==> config.mk <==
export PLATFORM = sky130hd
export DESIGN_NAME = regsel_ctrl
export DESIGN_NICKNAME = d
export VERILOG_FILES = /design/src/rtl/regsel_pkg.sv /design/src/rtl/regsel_mode_fsm.sv /design/src/rtl/regsel_sync2.sv /design/src/rtl/regsel_align.sv /design/src/rtl/regsel_ctrl.sv
export SDC_FILE = /design/constraint.sdc
export NUM_CORES = 1
export LEC_CHECK = 0
export ABC_AREA = 1
export CAP_MARGIN = 10
export CORE_AREA = 2 2 50 52
export CTS_CLUSTER_DIAMETER = 80
export DETAILED_ROUTE_END_ITERATION = 12
export DIE_AREA = 0 0 52 54
export PLACE_DENSITY_LB_ADDON = 0.2
export REMOVE_ABC_BUFFERS = 1
export SLEW_MARGIN = 20
export SYNTH_ARGS = -nofsm -noshare
export SYNTH_HDL_FRONTEND = slang
export SYNTH_HIERARCHICAL = 1
export SYNTH_SLANG_ARGS = --single-unit
==> constraint.sdc <==
create_clock -name clk -period 1.2 [get_ports clk]
set_input_delay 0.24 -clock clk [delete_from_list [all_inputs] [get_ports clk]]
set_output_delay 0.24 -clock clk [all_outputs]
set_load 0.01 [all_outputs]
==> src/rtl/regsel_pkg.sv <==
package regsel_pkg;

    localparam int FSEL_W = 1;
    localparam int PSEL_W = 2;

    typedef struct packed {
        logic [FSEL_W-1:0] fsel;
        logic [PSEL_W-1:0] psel;
    } sel_t;

    localparam int SEL_W = $bits(sel_t);

    typedef enum logic [1:0] {
        M_PIN_DIRECT = 2'b00,
        M_BIT_DIRECT = 2'b01,
        M_PIN_SYNC   = 2'b10,
        M_BIT_SYNC   = 2'b11
    } mode_e;

endpackage

==> src/rtl/regsel_mode_fsm.sv <==
module regsel_mode_fsm
    import regsel_pkg::*;
(
    input  logic clk,
    input  logic rst_n,
    input  logic clr,
    input  logic ctl_wr,
    input  logic ctl_sync,
    input  logic ctl_src,
    output logic use_bits,
    output logic use_sync
);

    mode_e state_q, state_d;

    // next-state selection
    always_comb begin
        state_d = state_q;
        if (clr) begin
            state_d = M_PIN_DIRECT;
        end else if (ctl_wr) begin
            unique case ({ctl_sync, ctl_src})
                2'b00: state_d = M_PIN_DIRECT;
                2'b01: state_d = M_BIT_DIRECT;
                2'b10: state_d = M_PIN_SYNC;
                2'b11: state_d = M_BIT_SYNC;
            endcase
        end
    end

    // state register: rising edge only, so the path mux never switches mid-cycle
    always_ff @(posedge clk or negedge rst_n) begin
        if (!rst_n) state_q <= M_PIN_DIRECT;
        else        state_q <= state_d;
    end

    // decoded controls
    always_comb begin
        use_bits = 1'b0;
        use_sync = 1'b0;
        unique case (state_q)
            M_PIN_DIRECT: begin use_bits = 1'b0; use_sync = 1'b0; end
            M_BIT_DIRECT: begin use_bits = 1'b1; use_sync = 1'b0; end
            M_PIN_SYNC:   begin use_bits = 1'b0; use_sync = 1'b1; end
            M_BIT_SYNC:   begin use_bits = 1'b1; use_sync = 1'b1; end
        endcase
    end

    p_mode_hold_r5: assert property (@(posedge clk) disable iff (!rst_n)
        (!clr && !ctl_wr) |=> $stable(state_q));

    p_clr_default_r4: assert property (@(posedge clk) disable iff (!rst_n)
        clr |=> (!use_bits && !use_sync));

    p_write_loads_r10: assert property (@(posedge clk) disable iff (!rst_n)
        (ctl_wr && !clr) |=> (use_sync == $past(ctl_sync) && use_bits == $past(ctl_src)));

endmodule

==> src/rtl/regsel_sync2.sv <==
module regsel_sync2 #(
    parameter int W = 4
) (
    input  logic         clk,
    input  logic         rst_n,
    input  logic [W-1:0] d,
    output logic [W-1:0] q
);

    logic [W-1:0] rt_q;
    logic [W-1:0] s1_q;
    logic [W-1:0] s2_q;

    // retime to the rising edge first
    always_ff @(posedge clk or negedge rst_n) begin
        if (!rst_n) rt_q <= '0;
        else        rt_q <= d;
    end

    // two falling-edge stages settle the value before the next rising edge uses it
    always_ff @(negedge clk or negedge rst_n) begin
        if (!rst_n) begin
            s1_q <= '0;
            s2_q <= '0;
        end else begin
            s1_q <= rt_q;
            s2_q <= s1_q;
        end
    end

    assign q = s2_q;

endmodule

==> src/rtl/regsel_align.sv <==
module regsel_align #(
    parameter int W     = 3,
    parameter int DEPTH = 6
) (
    input  logic         clk,
    input  logic         rst_n,
    input  logic [W-1:0] d,
    output logic [W-1:0] q
);

    logic [W-1:0] stg [DEPTH];

    for (genvar i = 0; i < DEPTH; i++) begin : g_stage
        if (i == 0) begin : g_head
            always_ff @(posedge clk or negedge rst_n) begin
                if (!rst_n) stg[0] <= '0;
                else        stg[0] <= d;
            end
        end else begin : g_body
            always_ff @(posedge clk or negedge rst_n) begin
                if (!rst_n) stg[i] <= '0;
                else        stg[i] <= stg[i-1];
            end
        end
    end

    assign q = stg[DEPTH-1];

endmodule

==> src/rtl/regsel_ctrl.sv <==
module regsel_ctrl
    import regsel_pkg::*;
#(
    parameter int PIPE_DEPTH = 6
) (
    input  logic              clk,
    input  logic              rst_n,
    input  logic              clr,
    input  logic              ctl_wr,
    input  logic              ctl_sync,
    input  logic              ctl_src,
    input  logic              pin_fsel,
    input  logic [PSEL_W-1:0] pin_psel,
    input  logic              bit_fsel,
    input  logic [PSEL_W-1:0] bit_psel,
    input  logic              load_tgl,
    output logic              fsel_q,
    output logic [PSEL_W-1:0] psel_q,
    output logic              load_stb
);

    localparam int XW = SEL_W + 1;   // selects plus load toggle

    logic use_bits, use_sync;
    sel_t pin_sel, bit_sel, src_sel, chosen, aligned;
    logic [XW-1:0] sync_out;
    logic tgl_sample, tgl_prev_q;
    logic [1:0] warm_q;

    regsel_mode_fsm u_fsm (
        .clk      (clk),
        .rst_n    (rst_n),
        .clr      (clr),
        .ctl_wr   (ctl_wr),
        .ctl_sync (ctl_sync),
        .ctl_src  (ctl_src),
        .use_bits (use_bits),
        .use_sync (use_sync)
    );

    assign pin_sel = '{fsel: pin_fsel, psel: pin_psel};
    assign bit_sel = '{fsel: bit_fsel, psel: bit_psel};
    assign src_sel = use_bits ? bit_sel : pin_sel;

    regsel_sync2 #(.W(XW)) u_sync (
        .clk   (clk),
        .rst_n (rst_n),
        .d     ({load_tgl, src_sel}),
        .q     (sync_out)
    );

    // one mux picks the direct or retimed copy; both copies run continuously
    assign chosen     = use_sync ? sel_t'(sync_out[SEL_W-1:0]) : src_sel;
    assign tgl_sample = use_sync ? sync_out[XW-1] : load_tgl;

    regsel_align #(.W(SEL_W), .DEPTH(PIPE_DEPTH)) u_align (
        .clk   (clk),
        .rst_n (rst_n),
        .d     (chosen),
        .q     (aligned)
    );

    assign fsel_q = aligned.fsel;
    assign psel_q = aligned.psel;

    // toggle-to-pulse conversion
    always_ff @(posedge clk or negedge rst_n) begin
        if (!rst_n) begin
            tgl_prev_q <= 1'b0;
            load_stb   <= 1'b0;
        end else begin
            tgl_prev_q <= tgl_sample;
            load_stb   <= tgl_sample ^ tgl_prev_q;
        end
    end

    // cycles since reset, for assertions that look two cycles back
    always_ff @(posedge clk or negedge rst_n) begin
        if (!rst_n)              warm_q <= '0;
        else if (warm_q != 2'd3) warm_q <= warm_q + 2'd1;
    end

    p_stb_edge_r8: assert property (@(posedge clk) disable iff (!rst_n)
        (warm_q == 2'd3 && load_stb && !$past(use_sync) && !$past(use_sync, 2))
            |-> ($past(load_tgl) != $past(load_tgl, 2)));

    p_reset_quiet_r1: assert property (@(posedge clk) disable iff (!rst_n)
        (warm_q == 2'd0) |-> (!load_stb && !fsel_q && psel_q == '0));

endmodule

==> reports/summary.log <==
qor: power_and_ir_drop.ir_worst_vdd 0.7888 mV
qor: layout.antenna_cells_inserted 0
qor: logic_synthesis.yosysWarnings 6
qor: worst_setup_path.critPathCapture load_stb
qor: floorplanning.fp.dieW 52 um
qor: clock_tree.clk_pin_slew_worst_paths 100 ps
qor: logic_synthesis.yosysSeqAreaShare 79.44%
qor: outcome.outcome finished with violations
qor: worst_setup_path.cells_along_the_critical_path nand2_2 > nand3_2 > nand2_1
qor: clock_tree.cts-htree-levels 2
qor: floorplanning.floorplan.die_area 2808 um^2
qor: place.numPlacedInstances 131
qor: place.pre_cts_setup_slack -126.1 ps
qor: power_and_ir_drop.clock_group_share_of_total_power 30.5%
qor: clock_tree.worstSkewPairLatency 320 ps
qor: floorplanning.pin_count 17
qor: worst_setup_path.crit_path_max_fanout 2
qor: drt.detail_route.vias_per_cell 4.353
qor: layout.final-seq-area 850.8 um^2
qor: place.gp_congestion 0.6434
qor: place.detailedPlacementHpwl 1031 um
qor: grt.grt_remaining_overflow 0
qor: clock_tree.clock-sinks 34
qor: grt.antenna_found_initial 0
qor: drt.drt-wirelength-per-cell 10.96 um
qor: drt.detail_route.iter0.violations 3
qor: clock_tree.cts.hold.buffers_added 0
qor: logic_synthesis.yosys.area.top_type dfrtp_1
qor: timing.unrepaired_setup_endpoints_after_global_routing true
qor: layout.fillerInstances 189
qor: power_and_ir_drop.totalPowerFinal 2.096 mW
qor: power_and_ir_drop.power_frac_seq 61.9%
qor: timing.timing.max_slew.rel_slack 81.19%
qor: grt.grt_pass1_wl 2401 um
qor: worst_setup_path.worst-r2r-setup-slack -130 ps
qor: worst_setup_path.endpoint_of_the_worst_slack_reg_to_reg_timing_path load_stb
qor: drt.routed-via-count 605
qor: worst_setup_path.critPathTopFamily flip-flops
qor: floorplanning.row_count 18
qor: drt.route.antenna.remaining_nets 0
qor: logic_synthesis.synth-main-ff-cell dfrtp_1
qor: worst_setup_path.timing.critical_path.slowest_stage_cell dfrtn_1
qor: floorplanning.floorplan.core_area 2320 um^2
qor: layout.layoutNonFillerInstCount 139
qor: worst_setup_path.worst_setup_start_kind flip-flop
qor: logic_synthesis.synthArstFlopShare 100.0%
qor: power_and_ir_drop.total_switching_power 0.4708 mW
qor: worst_setup_path.critPathLaunch u_sync/q[3]
qor: layout.flow.area_growth_from_synthesis 25.23%
qor: timing.max_slew.worst_pin.slew 282.2 ps
qor: grt.number_of_global_route_vias_before_repair 591
qor: timing.hold_viol 0
qor: grt.grt_start_max_net_pins 16
qor: layout.multi_input_combinational_cell_area 157.7 um^2
qor: clock_tree.post-cts-setup-buffer-count 0
qor: layout.nNetsFinal 121
qor: power_and_ir_drop.powerDensity 1563 nW/um^2
qor: timing.holdWs 220.8 ps
qor: clock_tree.cts_buffers 5
qor: worst_setup_path.worst-setup-path-type reg2reg
qor: logic_synthesis.post_synth_most_frequent_cells dfrtp_1 (26), nand2_1 (21), inv_1 (11)
qor: worst_setup_path.data_required_time_of_the_critical_path 1430 ps
qor: layout.layout_cell_share_with_drive_strength_beyond_1 20.18%
qor: worst_setup_path.cp-end-kind flip-flop
qor: timing.finClkSkew 12.60 ps
qor: logic_synthesis.post-synth-top-count-cell dfrtp_1
qor: logic_synthesis.synth.top_cells.by_area dfrtp_1 (61%), dfrtn_1 (19%), nand2_1 (7.4%)
qor: layout.final_util 57.82%
qor: power_and_ir_drop.cellInternalPower 1.625 mW
qor: drt.drtPass1Iterations 4
qor: worst_setup_path.critical_path_depth 3
qor: power_and_ir_drop.leak_pwr 0.6720 nW
qor: logic_synthesis.synth_top_area_share 60.75%
qor: run.drv.max_cap_violation_count 0
qor: logic_synthesis.yosys_register_bits 34
qor: clock_tree.cts_tree yes
qor: timing.min_setup_slack_post_route -128.2 ps
qor: clock_tree.clockRootBuffer clkbuf_4
qor: outcome.violations_in_the_final_reports negative setup slack
qor: worst_setup_path.worstPathBufferInverterCount 0
qor: timing.setup_viol 2
qor: worst_setup_path.cp_slowest_stage_delay 440 ps
qor: drt.drt_wl_total 1523 um
qor: grt.grt_use_total 13.24%
qor: logic_synthesis.synth-edff-count 0
qor: logic_synthesis.post_synth_design_cell_area 1071 um^2
qor: worst_setup_path.worst_reg2reg_startpoint u_sync/q[3]
qor: clock_tree.cts_buffer_depth 2
qor: worst_setup_path.reg2reg_depth 3
qor: floorplanning.die_height 54 um
qor: drt.remaining_drc_errors 0
qor: floorplanning.starting_density_of_the_core 46.17%
qor: logic_synthesis.synth_cell_type_count 11
qor: worst_setup_path.worst-endpoint-arrival 1560 ps
qor: timing.report.final.slew_viol_count 0
qor: hold_path.min-delay-path-class in2async
qor: logic_synthesis.syn_area_per_cell 12.75 um^2
qor: power_and_ir_drop.comb_power_share 7.6%
qor: logic_synthesis.synthesis.instances 84
qor: place.portBuffers 16
qor: power_and_ir_drop.switching_share 22.46%
==> flip-flops by register name, indices dropped and copies added (netlist names) <==
name           flops
u_sync/q           4
u_align/q          3
u_sync/rt_q        4
tgl_prev_q         1
u_sync/s1_q        4
load_stb           1
u_fsm/state_q      2
u_align/stg       15
==> logic make-up after synthesis <==
logic type	synth area share, %
buffers and inverters	7.009
AND/OR/NAND/NOR	13.55
flip-flops	79.44
==> cell usage in the layout, fill, tap and decap left out, types with 2 or more instances in the layout <==
| master | instances |
|---|---|
| nand2_1 | 20 |
| nand2_2 | 2 |
| inv_1 | 11 |
| clkdlybuf4s50_1 | 12 |
| clkbuf_2 | 3 |
| and2_1 | 3 |
| nand3_1 | 5 |
| clkbuf_4 | 5 |
| dfrtn_1 | 8 |
| nand3_2 | 2 |
| buf_4 | 6 |
| dfrtp_1 | 26 |
==> worst min path at each step <==
| stage | end | depth (start not counted) |
|---|---|---|
| floorplan | load_stb | 0 |
| global placement | u_sync/q[2] | 0 |
| detailed placement | u_sync/q[1] | 0 |
| CTS | u_sync/rt_q[3] | 2 |
| global route | u_sync/rt_q[3] | 2 |
| finish | u_sync/rt_q[3] | 2 |
==> through the flow <==
step                      TNS [ps]  cell area [um^2]
after global placement      -273.2              1284
after detailed placement    -362.7              1284
final                       -160.3              1341
after CTS                   -118.1              1344
after global routing        -229.3              1341
after floorplan             -85.72              1041
==> power groups by stage <==
stage          sequential [mW]  combinational (mW)  clock [mW]
2_1_floorplan             1.31              0.0458           0
3_3_place_gp              1.31               0.170           0
3_5_place_dp              1.32               0.172           0
4_1_cts                   1.30               0.165       0.658
5_1_grt                   1.31               0.181       0.704
6_report                  1.30               0.160       0.639
==> layout make-up <==
class	instances	area share [%]
Inverter	12	3.358
Tap cell	30	2.798
Clock inverter	1	0.3731
Timing Repair Buffer	22	14.18
Clock buffer	7	4.104
Multi-Input combinational cell	33	11.75
Sequential cell	34	63.43
==> metal layers <==
layer	track usage (%)	vias up	wire length (um)
li1	-	293	-
met1	13.42	283	648
met2	20.68	23	697
met3	7.500	6	136
met4	9.211	0	40
met5	0	-	0
==> what timing repair did <==
| item | 4_1_cts | 5_1_grt |
|---|---|---|
| resized for setup | 8 | 6 |
| setup endpoints to repair | 6 | 6 |
| pin swaps | 2 | 4 |
Note: power is estimated with default switching activity, not from simulation.
